[src/rtl/ufs_pkg.sv]
`timescale 1ns/1ps
package ufs_pkg;

    typedef enum logic [1:0] {
        A_ENABLE = 2'd0,
        A_FCTRL  = 2'd1,
        A_LSTAT  = 2'd2,
        A_IPEND  = 2'd3
    } reg_addr_e;

    typedef struct packed {
        logic [3:0] ier;
        logic       fen;
        logic [1:0] rtc;
        logic [1:0] ttc;
        logic       ovr;
    } ctl_t;

    // receive threshold per two-bit code
    function automatic logic [4:0] rx_trig_val(input logic [1:0] code);
        case (code)
            2'd0:    return 5'd1;
            2'd1:    return 5'd4;
            2'd2:    return 5'd8;
            default: return 5'd14;
        endcase
    endfunction

    // transmit threshold per two-bit code
    function automatic logic [4:0] tx_trig_val(input logic [1:0] code);
        case (code)
            2'd0:    return 5'd1;
            2'd1:    return 5'd4;
            2'd2:    return 5'd8;
            default: return 5'd12;
        endcase
    endfunction

endpackage

[src/rtl/ufs_level.sv]
`timescale 1ns/1ps
module ufs_level #(
    parameter  int unsigned DEPTH = 16,
    localparam int unsigned CNT_W = $clog2(DEPTH + 1)
) (
    input  logic             clk,
    input  logic             rst_n,
    input  logic             push,
    input  logic             pop,
    input  logic             clr,
    input  logic [CNT_W-1:0] cap,
    output logic [CNT_W-1:0] lvl,
    output logic             push_ok,
    output logic             pop_ok,
    output logic             refused
);

    typedef struct packed {
        logic [CNT_W-1:0] lvl;
    } st_t;

    st_t st_d, st_q;

    always_comb begin
        st_d    = st_q;
        pop_ok  = pop && !clr && (st_q.lvl != '0);
        push_ok = push && !clr && ((st_q.lvl < cap) || pop_ok);
        refused = push && !clr && !push_ok;
        if (clr) begin
            st_d.lvl = '0;
        end else begin
            st_d.lvl = st_q.lvl + CNT_W'(push_ok) - CNT_W'(pop_ok);
        end
    end

    always_ff @(posedge clk or negedge rst_n) begin
        if (!rst_n) st_q <= '0;
        else        st_q <= st_d;
    end

    assign lvl = st_q.lvl;

endmodule

[src/rtl/ufs_rx_errs.sv]
`timescale 1ns/1ps
module ufs_rx_errs #(
    parameter  int unsigned DEPTH = 16,
    localparam int unsigned PTR_W = (DEPTH > 1) ? $clog2(DEPTH) : 1,
    localparam int unsigned CNT_W = $clog2(DEPTH + 1)
) (
    input  logic       clk,
    input  logic       rst_n,
    input  logic       clr,
    input  logic       push_ok,
    input  logic       pop_ok,
    input  logic       clr_head,
    input  logic       nonempty,
    input  logic [2:0] err_in,
    output logic [2:0] head_err,
    output logic       any_err
);

    typedef struct packed {
        logic [PTR_W-1:0]          wr;
        logic [PTR_W-1:0]          rd;
        logic [DEPTH-1:0][2:0]     mem;
        logic [CNT_W-1:0]          ecnt;
    } st_t;

    st_t st_d, st_q;

    function automatic logic [PTR_W-1:0] nxt(input logic [PTR_W-1:0] p);
        return (p == PTR_W'(DEPTH - 1)) ? '0 : p + 1'b1;
    endfunction

    logic [2:0] head;
    logic       head_bad, inc, dec;

    always_comb begin
        st_d     = st_q;
        head     = st_q.mem[st_q.rd];
        head_bad = nonempty && (|head);
        dec      = head_bad && (pop_ok || clr_head);
        inc      = push_ok && (|err_in);
        if (clr) begin
            st_d = '0;
        end else begin
            if (clr_head && !pop_ok && nonempty) st_d.mem[st_q.rd] = 3'b000;
            if (pop_ok) st_d.rd = nxt(st_q.rd);
            if (push_ok) begin
                st_d.mem[st_q.wr] = err_in;
                st_d.wr           = nxt(st_q.wr);
            end
            st_d.ecnt = st_q.ecnt + CNT_W'(inc) - CNT_W'(dec);
        end
        head_err = nonempty ? head : 3'b000;
        any_err  = (st_q.ecnt != '0);
    end

    always_ff @(posedge clk or negedge rst_n) begin
        if (!rst_n) st_q <= '0;
        else        st_q <= st_d;
    end

endmodule

[src/rtl/ufs_irq.sv]
`timescale 1ns/1ps
module ufs_irq #(
    parameter  int unsigned DEPTH = 16,
    localparam int unsigned CNT_W = $clog2(DEPTH + 1)
) (
    input  logic [3:0]       ier,
    input  logic             fen,
    input  logic [1:0]       rtc,
    input  logic [1:0]       ttc,
    input  logic [CNT_W-1:0] rx_lvl,
    input  logic [CNT_W-1:0] tx_lvl,
    input  logic             ls_evt,
    output logic [2:0]       pend,
    output logic             irq
);
    import ufs_pkg::*;

    logic rx_hit, tx_hit;

    always_comb begin
        if (fen) begin
            rx_hit = rx_lvl >= CNT_W'(rx_trig_val(rtc));
            tx_hit = tx_lvl <  CNT_W'(tx_trig_val(ttc));
        end else begin
            rx_hit = rx_lvl != '0;
            tx_hit = tx_lvl == '0;
        end
        pend = {ier[2] & ls_evt, ier[1] & tx_hit, ier[0] & rx_hit};
        irq  = |pend;
    end

endmodule

[src/rtl/uart_fifo_status.sv]
`timescale 1ns/1ps
module uart_fifo_status #(
    parameter int unsigned DEPTH = 16
) (
    input  logic       clk,
    input  logic       rst_n,
    input  logic       rx_push,
    input  logic [2:0] rx_err,
    input  logic       rx_pop,
    input  logic       tx_push,
    input  logic       tx_pop,
    input  logic       tx_shift_busy,
    input  logic       reg_wr,
    input  logic       reg_rd,
    input  logic [1:0] reg_addr,
    input  logic [7:0] reg_wdata,
    output logic [7:0] reg_rdata,
    output logic       irq
);
    import ufs_pkg::*;

    localparam int unsigned CNT_W = $clog2(DEPTH + 1);

    ctl_t st_d, st_q;

    logic             wr_ier, wr_fcr, rd_lsr, fen_chg, rx_clr, tx_clr;
    logic [CNT_W-1:0] cap, rx_lvl, tx_lvl;
    logic             rx_push_ok, rx_pop_ok, rx_refused;
    logic             tx_push_ok, tx_pop_ok, tx_refused;
    logic [2:0]       head_err, pend;
    logic             any_err, tx_empty, ls_evt;
    logic [3:0]       ier_cur;
    logic             fen_cur;
    logic [7:0]       lsr_v;
    logic             unused_bits;

    // host register decode
    always_comb begin
        wr_ier  = reg_wr && (reg_addr == A_ENABLE);
        wr_fcr  = reg_wr && (reg_addr == A_FCTRL);
        rd_lsr  = reg_rd && (reg_addr == A_LSTAT);
        fen_chg = wr_fcr && (reg_wdata[0] != st_q.fen);
        rx_clr  = wr_fcr && (reg_wdata[1] || fen_chg);
        tx_clr  = wr_fcr && (reg_wdata[2] || fen_chg);
        cap     = st_q.fen ? CNT_W'(DEPTH) : CNT_W'(1);
        ier_cur = st_q.ier;
        fen_cur = st_q.fen;
    end

    ufs_level #(.DEPTH(DEPTH)) u_rx_lvl (
        .clk(clk), .rst_n(rst_n), .push(rx_push), .pop(rx_pop), .clr(rx_clr),
        .cap(cap), .lvl(rx_lvl), .push_ok(rx_push_ok), .pop_ok(rx_pop_ok),
        .refused(rx_refused)
    );

    ufs_level #(.DEPTH(DEPTH)) u_tx_lvl (
        .clk(clk), .rst_n(rst_n), .push(tx_push), .pop(tx_pop), .clr(tx_clr),
        .cap(cap), .lvl(tx_lvl), .push_ok(tx_push_ok), .pop_ok(tx_pop_ok),
        .refused(tx_refused)
    );

    ufs_rx_errs #(.DEPTH(DEPTH)) u_rx_errs (
        .clk(clk), .rst_n(rst_n), .clr(rx_clr), .push_ok(rx_push_ok),
        .pop_ok(rx_pop_ok), .clr_head(rd_lsr), .nonempty(rx_lvl != '0),
        .err_in(rx_err), .head_err(head_err), .any_err(any_err)
    );

    ufs_irq #(.DEPTH(DEPTH)) u_irq (
        .ier(ier_cur), .fen(fen_cur), .rtc(st_q.rtc), .ttc(st_q.ttc),
        .rx_lvl(rx_lvl), .tx_lvl(tx_lvl), .ls_evt(ls_evt), .pend(pend), .irq(irq)
    );

    // next-state of control registers and overrun flag
    always_comb begin
        st_d = st_q;
        if (wr_ier) st_d.ier = reg_wdata[3:0];
        if (wr_fcr) begin
            st_d.fen = reg_wdata[0];
            st_d.ttc = reg_wdata[5:4];
            st_d.rtc = reg_wdata[7:6];
        end
        st_d.ovr = rx_refused | (st_q.ovr & ~rd_lsr);
    end

    always_ff @(posedge clk or negedge rst_n) begin
        if (!rst_n) st_q <= '0;
        else        st_q <= st_d;
    end

    // line status word and read mux
    always_comb begin
        tx_empty = (tx_lvl == '0);
        ls_evt   = st_q.ovr | (|head_err);
        lsr_v    = {any_err, tx_empty & ~tx_shift_busy, tx_empty, head_err,
                    st_q.ovr, rx_lvl != '0};
        case (reg_addr)
            A_ENABLE: reg_rdata = {4'b0000, st_q.ier};
            A_FCTRL:  reg_rdata = {st_q.rtc, st_q.ttc, 3'b000, st_q.fen};
            A_LSTAT:  reg_rdata = lsr_v;
            default:  reg_rdata = {5'b00000, pend};
        endcase
    end

    assign unused_bits = ^{tx_push_ok, tx_pop_ok, tx_refused, reg_wdata[3]};

endmodule

[config.mk]
export PLATFORM = sky130hd
export DESIGN_NAME = uart_fifo_status
export DESIGN_NICKNAME = d
export VERILOG_FILES = /design/src/rtl/ufs_pkg.sv /design/src/rtl/ufs_level.sv /design/src/rtl/ufs_rx_errs.sv /design/src/rtl/ufs_irq.sv /design/src/rtl/uart_fifo_status.sv
export SDC_FILE = /design/constraint.sdc
export NUM_CORES = 1
export LEC_CHECK = 0
export ABC_AREA = 1
export BUFFER_PORTS_ARGS = -buffer_cell sky130_fd_sc_hd__buf_2
export CORE_ASPECT_RATIO = 1.1
export CORE_MARGIN = 10
export CORE_UTILIZATION = 52
export CTS_CLUSTER_SIZE = 16
export DETAILED_ROUTE_END_ITERATION = 10
export PLACE_DENSITY = 0.8
export SLEW_MARGIN = 20
export SYNTH_ARGS = -nofsm -noshare
export SYNTH_HDL_FRONTEND = slang
export SYNTH_SLANG_ARGS = --single-unit
export TNS_END_PERCENT = 20
[constraint.sdc]
create_clock -name clk -period 7.6 [get_ports clk]
set_input_delay 1.52 -clock clk [delete_from_list [all_inputs] [get_ports clk]]
set_output_delay 1.52 -clock clk [all_outputs]
set_load 0.02 [all_outputs]
* Word-level counts from Yosys, hierarchy flattened *
Index checks and enable logic that the tools add are counted.
Widths: inputs -> output; s select.

operators by class
  reductions and logical operators = 44
  bitwise gates (word level) = 11
  $add $sub $neg = 8
  equality and inequality tests = 9
  muxes and demuxes = 26
  order comparisons = 8

operators with widths
  operator             count
  $mux 48              3
  $mux 61              1
  $and 48x48->48       1
  $bwmux 48            1
  $not 48->48          1
  $mux 5               5
  $demux 3 s4          2
  $pmux 4 s3           2
  $pmux 8 s3           1
  $logic_and 1x1->1    22
  $mux 4               4
  $add 5x1->5          3
  $lt 5x5->1           3
  $reduce_bool 5->1    3
  $sub 5x1->5          3
  $bmux 3 s4           1
  $mux 3               4
  $reduce_or 3->1      4
  $lt 4x5->1 const B   2
  $add 4x1->4 const B  2
  $eq 4x4->1 const B   2
  $ge 4x1->1 const B   2
  $eq 2x1->1 const B   3
  $eq 2x2->1 const B   3
  11 further kinds     28

word-level totals
  input port bits = 22
  flip-flop bits (word level) = 81

* Depth between registers and ports, before layout *
Gate-level depths: netlist of run 1.

  word-level depth = 16
  gate-level depth with buffers = 21
  mapped depth without buffers = 20

* Hierarchy *
Synthesis of run 1 repeated with hierarchy kept, for this count alone.

unflattened totals
  cells, all modules = 810
  area, all modules = 5644.2 µm²

modules (own cells, without submodules)
  module            times used  area each (µm²)  cells each
  ufs_rx_errs       1           3648.5           513
  ufs_level         2           541.8            76
  uart_fifo_status  1           620.6            90
  ufs_irq           1           291.5            55

* Worst setup path before layout of run 1 *
OpenSTA, ideal clock, no wires.

  path type = input port to output port
  from = in reg_addr[1]
  to = out reg_rdata[6]
  required time = 6080 ps
  buffers on the path = 0
  stages = 4
  setup slack = 3671 ps
  data arrival time = 2409 ps
  cell sequence = inv_1 nor2_1 inv_1 o32ai_1

between the ends
  cells in the longest elaborated chain, start to end = 2

ends and longest elaborated chain
  element                             RTL line                text
  start: declaration                  uart_fifo_status.sv:15  input logic [1:0] reg_addr,
  $eq 2x2->1 (tied with other cells)  uart_fifo_status.sv:96  case (reg_addr)
  $pmux 8 s3 (*)                      uart_fifo_status.sv:96
  end: declaration                    uart_fifo_status.sv:17  output logic [7:0] reg_rdata,

Mark *: on every way between the ends. The rest lies on a longest branch, timed or not.

* Worst setup path after layout of run 1 *
  from = reg u_rx_errs.st_q[54] in the netlist's numbering
  to = out reg_rdata[2]

between the ends
  cells in the longest elaborated chain, start to end = 7

ends and longest elaborated chain
  element                           RTL line                text
  start: declaration                ufs_rx_errs.sv:26       st_t st_d, st_q;
  start signal: assignment          ufs_rx_errs.sv:58       else st_q <= st_d;
  $bmux 3 s4 (*)                    ufs_rx_errs.sv:37       head = st_q.mem[st_q.rd];
  $mux 3 (not written as such) (*)  ufs_rx_errs.sv:37
  $mux 3 (*)                        ufs_rx_errs.sv:52       head_err = nonempty ? head : 3'b000;
  $reduce_or 3->1                   uart_fifo_status.sv:93  ls_evt = st_q.ovr | (|head_err);
  $or 1x1->1                        uart_fifo_status.sv:93
  $and 1x1->1                       ufs_irq.sv:28           pend = {ier[2] & ls_evt, ier[1] & tx_hit, ier[0] & rx_hit};
  $pmux 8 s3 (*)                    uart_fifo_status.sv:96

Mark *: on every way between the ends. The rest lies on a longest branch, timed or not. The select of a mux whose other input is x is not followed.

==> flow_summary.yaml, run 1 <==
outcome:
  outcome: "finished clean"
critical_path:
  crit_fanout: 16
  critPathLaunch: "u_rx_errs.st_q[54]"
  path_class: "reg -> out"
  cpPeakStageDelay_ns: 0.74
  cp.required_ns: 6.08
  slowest_stage: "dfrtp_1"
  crit_path_end_kind: "output pin"
  worst-path-buf-inv: 2
  r2r-start: "u_rx_errs.st_q[54]"
  crit_top_cell: "nand2_1"
  crit_chain: "inv_1 > nand3_1 > nand2_1 > nand2_1 > nand2_1 > nor2_1 > nand3_1 > nand2_1 > nand2_1 > nand3_1 > nand2_1 > buf_2"
  arrival_ns: 2.93
  path_delay_family: "simple AND/OR/NAND/NOR gates"
  critPathLaunchType: "flop"
drt:
  dr.pass1.iters: 5
  wl_mm: 14.5
  wl_per_cell_um: 15.5
  drc: 0
  route.antenna.remaining_nets: 0
  drtIter0Drc: 382
  vias: 4987
  vias_per_cell: 5.35
sta:
  hold_viol_final: 0
  post-route-min-period_ns: 4.45
  fmax_mhz: 225
  finalSetupViolCount: 0
  period_share_pct: 58.6
  maxSlewViolCount: 0
  hold_slack_ns: 0.540
  clock_skew_ns: 0.00772
  worst_slack_ns: 3.15
  finalSetupTns_ns: 0
  rsz0062_at_grt: "false"
  slew_headroom_pct: 41.6
  worst_pin_slew_ns: 0.873
synth:
  synth_top_family_by_area: "simple AND/OR/NAND/NOR gates"
  synth_area_leaders: "dfrtp_1 36%, nand2_1 15%, ha_1 8.3%, inv_1 7.2%, nor2_1 5.8%"
  synth_area_per_cell_um2: 7.31
  yosysSeqAreaShare_pct: 36.3
  post-synth-top-count-cell: "nand2_1"
  syn_area_mm2: 0.00559
  ys_warn_count: 0
  synthTopCellsByCount: "222 x nand2_1, 107 x inv_1, 87 x nor2_1"
  async_flop_share_pct: 100
  synth-compound-area-share_pct: 10.5
  muxShareOfSynthArea_pct: 0.403
  synthAdderAreaFrac_pct: 9.36
  syn_inst: 764
  synth.net_count: 826
  synth_edf_count: 0
  synth_top_area_share_pct: 36.3
  yosys.area_share.xor_xnor_pct: 1.25
  synthFlopType: "dfrtp_1"
  yosys.area_share.simple_pct: 32.6
  synth_top_area_cell: "dfrtp_1"
  synth-seq-cells: 81
  synth.distinct_cells: 42
final_layout:
  layout-drive-gt1-share_pct: 9.24
  fin_nets: 847
  syn_to_final_growth_pct: 9.34
  antenna_cells: 0
cts:
  cts_root_buffer: "clkbuf_16"
  cts_setup_buffers: 0
  clock_insertion_delay_worst_skew_ns: 0.35
  cts_hold_buf: 0
  cts_resized: 0
  cts.path.max_buffers: 2
  cts_max_level: 3
  cts_made_buffers: 9
  cts_tree: "done"
  clkSinkCount: 81
  cts.clk_slew.worst_paths_ns: 0.06
grt:
  antenna_found_initial: 0
  grt-ovfl-total: 0
  grt_first_pass_wirelength_mm: 24.0
  grt_pass1_vias: 4871
  grt_max_degree: 82
  grt_usage_pct: 19.3
die:
  fp.dieW_um: 119
  coreArea_mm2: 0.0104
  pin_count: 31
  core.rowCount: 39
  die_h_um: 129
  start_util_pct: 53.5
  dieArea_mm2: 0.0153
power:
  power.leakage_nw: 3.25
  vdd.ir_drop.worst_uv: 253
  p_per_area_mw_per_mm2: 394
placement:
  portBuffers: 30
  gp_congestion: 0.911
  pre_cts_ws_ns: 2.83
  hpwl_mm: 10.0
worst_hold_path:
  hp-class: "reg -> reg"
  worstHoldStart: "ier_cur[1]"
job:
  maxCapViolCount: 0
[state kept, by name (all words and copies together), names as in the netlist]
signal,count
u_tx_lvl.lvl,5
lsr_v,1
u_rx_lvl.lvl,5
ier_cur,4
u_rx_errs.st_q,61
st_q,4
fen_cur,1
[area by class of cell]
class	instances	area, um2
clock buffer	11	243
multi-input combinational	552	3020
clock inverter	5	55.1
tap	143	179
timing repair buffer	31	164
fill	1000	4330
sequential	81	2030
inverter	110	418
[cell usage in the layout (no fill, tap or decap), drive strengths merged, types with 2 or more instances in the layout]
cell	n
ha	37
mux2	2
clkinvlp	2
xor2	3
fa	3
clkinv	2
nand4	16
o32ai	2
nor3	2
buf	31
clkbuf	11
nor2	92
nand3	52
a31oi	2
inv	110
o21ai	71
o211ai	3
dfrtp	81
a21oi	27
xnor2	5
nand2	227
o22ai	3
[worst paths after layout]
check | end | depth (start not counted) | slack [ns]
max | reg_rdata[2] | 12 | 3.15
max reg2reg | u_rx_errs.st_q[4] | 18 | 3.87
min reg2reg | ier_cur[1] | 2 | 0.54
min | ier_cur[1] | 2 | 0.54
max in group asynchronous | u_rx_errs.st_q[20] | 1 | 5.86
min in group asynchronous | u_tx_lvl.lvl[4] | 1 | 1.23
[layer usage]
metal	track usage (%)	wire length, um
met1	24.4	6210
met2	31.5	6850
met3	2.97	922
met4	10.1	481
met5	0	0
[cells by family (layout without fill, tap and decap cells)]
group,count (synthesis),count (layout)
multiplexers,2,2
flip-flops,81,81
AO/OA/AOI/OAI,111,111
adder cells (fa/ha/maj),40,40
XOR/XNOR,8,8
buffers and inverters,131,157
AND/OR/NAND/NOR,391,391
[tightest hold or removal path, cell delays in order, from the launching register on]
cell,delay (ns)
dfrtp_1,0.38
nand2_1,0.06
o21ai_0,0.07
[stage by stage]
stage,instances,power [W],instance area (um2),util [%]
6_report,933,0.00241,6110,58.5
5_1_grt,933,0.00264,6110,58.5
2_1_floorplan,764,0.00166,5590,-
4_1_cts,933,0.00240,6110,58.5
3_5_place_dp,917,0.00195,5810,55.6
3_3_place_gp,917,0.00191,5810,55.6
[report_power, final]
group	total [W]	internal [W]	leakage [nW]	switching, W
Clock	0.000444	0.000262	0.142	0.000182
Sequential	0.000730	0.000602	1.05	0.000128
Combinational	0.00124	0.000433	2.06	0.000802
Power figures use the tool's default switching activity.
==> run 2, diff against run 1 <==
- clock period: 7.6 -> 4.36 ns (I/O delays scaled with it)
==> flow_summary.yaml, run 2 (synthesis gave the netlist of run 1 again) <==
sta:
  rsz0062_at_grt: "false"
  hold_viol_final: 0
  slew_headroom_pct: 39.7
  post-route-min-period_ns: 3.51
  period_share_pct: 80.4
  maxSlewViolCount: 0
  clock_skew_ns: 0.00776
  fmax_mhz: 285
  worst_pin_slew_ns: 0.901
  finalSetupTns_ns: 0
  finalSetupViolCount: 0
drt:
  route.antenna.remaining_nets: 0
  wl_mm: 14.7
  vias_per_cell: 5.32
  drc: 0
  vias: 4970
  wl_per_cell_um: 15.7
  drtIter0Drc: 433
  dr.pass1.iters: 5
critical_path:
  path_delay_family: "simple AND/OR/NAND/NOR gates"
  cpPeakStageDelay_ns: 0.41
  r2r-start: "u_rx_errs.st_q[53]"
  cp.required_ns: 4.57
  path_class: "in -> reg"
  r2r_cells: 19
  crit_path_end_kind: "flop"
  worst-path-buf-inv: 3
  crit_chain: "buf_2 > inv_1 > nand2_1 > nor2_2 > nand2_4 > nand3_4 > nand2_8 > nand2_8 > inv_4 > nand2_1 > nand2_1 > ha_1 > fa_1 > a21oi_1 > o21ba_2 > xor2_1 > nor2_1"
  crit_top_cell: "nand2_1"
  crit_fanout: 24
  r2r_setup_slack_ns: 1.02
  arrival_ns: 3.71
  slowest_stage: "fa_1"
  critPathLaunchType: "input port"
  r2r_end: "u_rx_errs.st_q[4]"
grt:
  grt_first_pass_wirelength_mm: 24.4
  grt_usage_pct: 19.5
  grt-ovfl-total: 0
  antenna_found_initial: 0
  grt_pass1_vias: 4859
  grt_max_degree: 82
job:
  maxCapViolCount: 0
worst_hold_path:
  worstHoldStart: "ier_cur[3]"
  whs_endpoint: "ier_cur[3]"
  whs_path_depth: 1
  hp-class: "reg -> reg"
cts:
  cts_resized: 0
  cts_root_buffer: "clkbuf_16"
  clock_insertion_delay_worst_skew_ns: 0.35
  clkSinkCount: 81
  cts.clk_slew.worst_paths_ns: 0.06
  cts_made_buffers: 9
  cts_max_level: 3
  cts_hold_buf: 0
  cts_setup_buffers: 0
  cts.path.max_buffers: 2
  cts_tree: "done"
final_layout:
  layout-drive-gt1-share_pct: 9.34
  syn_to_final_growth_pct: 10.7
  largest_reg_flops: 61
  antenna_cells: 0
  fin_nets: 849
  final_area_mm2: 0.00619
  layout_commonest_cell: "nand2_1"
  largest_register: "u_rx_errs.st_q"
  final_cell_mix: "222 x nand2_1, 107 x inv_1, 87 x nor2_1"
  nFillCells: 987
die:
  die_h_um: 129
  core.rowCount: 39
  start_util_pct: 53.5
  dieArea_mm2: 0.0153
  coreArea_mm2: 0.0104
  fp.dieW_um: 119
  pin_count: 31
placement:
  portBuffers: 30
  placed_area_mm2: 0.00582
  gp_congestion: 0.878
  hpwl_mm: 10.2
power:
  vdd.ir_drop.worst_uv: 434
  p_per_area_mw_per_mm2: 710
  power.leakage_nw: 3.29
outcome:
  outcome: "finished clean"
## run 2: cell types whose count changed in the layout (fill, tap and decap cells not counted)
cell | before | now
bufinv_16 | 1 | 4
buf_4 | 1 | 3
clkinv_2 | 2 | 0
clkbuf_1 | 1 | 2
clkbuf_8 | 1 | 0
clkinvlp_4 | 2 | 1
## run 2: worst register-to-register path: stages (launching register included)
cell	delay, ns
dfrtp_1	0.39
inv_2	0.39
nand2_1	0.10
nand3_1	0.11
nand2_1	0.06
nand2_1	0.08
nand2_1	0.07
nor2_1	0.32
nand3_1	0.13
nand2_1	0.10
nor2_1	0.06
ha_1	0.26
inv_1	0.04
ha_1	0.22
fa_1	0.41
nand2_1	0.08
a21oi_1	0.06
nor2_1	0.11
xor2_1	0.16
nor2_1	0.05
## run 2: per-stage QoR
stage | setup slack, ns | total power (W) | std cells | util, % | hold slack, ns
detailed placement | 0.535 | 0.00342 | 919 | 55.8 | 0.531
floorplan | 1.26 | 0.00289 | 764 | - | 0.475
global route | 0.618 | 0.00477 | 935 | 59.2 | 0.576
CTS | 0.876 | 0.00438 | 935 | 59.2 | 0.547
global placement | 0.658 | 0.00333 | 919 | 55.8 | 0.517
finish | 0.853 | 0.00439 | 935 | 59.2 | 0.544
## run 2: power by group
| group | internal, W | switching [W] | leakage, nW | total, W |
|---|---|---|---|---|
| Clock | 0.000618 | 0.000310 | 0.170 | 0.000928 |
| Sequential | 0.00105 | 0.000207 | 1.05 | 0.00126 |
| Combinational | 0.000769 | 0.00144 | 2.07 | 0.00221 |
| Total | 0.00244 | 0.00196 | 3.29 | 0.00439 |
## run 2: area by class of cell
cell class | count | area (um2) | area share, %
Clock buffer | 11 | 233 | 3.76
Clock inverter | 5 | 128 | 2.06
Inverter | 110 | 418 | 6.75
Multi-Input combinational cell | 552 | 3020 | 48.9
Sequential cell | 81 | 2030 | 32.8
Tap cell | 143 | 179 | 2.89
Timing Repair Buffer | 33 | 179 | 2.89
## run 2: routing by layer
| metal | vias to the layer above | routed length (um) | track usage [%] |
|---|---|---|---|
| li1 | 2470 | - | - |
| met1 | 2291 | 6450 | 24.0 |
| met2 | 172 | 6920 | 32.9 |
| met3 | 37 | 943 | 4.33 |
| met4 | 0 | 405 | 7.69 |
| met5 | - | 0 | 0 |
## run 2: worst max-delay path by stage
stage / endpoint / start / cells past startpoint
global placement: u_rx_lvl.lvl[4] / reg_addr[1] / 17
floorplan: u_rx_errs.st_q[4] / reg_addr[1] / 16
finish: u_rx_lvl.lvl[4] / reg_addr[1] / 17
global route: u_rx_lvl.lvl[4] / reg_addr[1] / 17
CTS: u_rx_lvl.lvl[4] / reg_addr[1] / 17
detailed placement: u_rx_lvl.lvl[4] / reg_addr[1] / 17
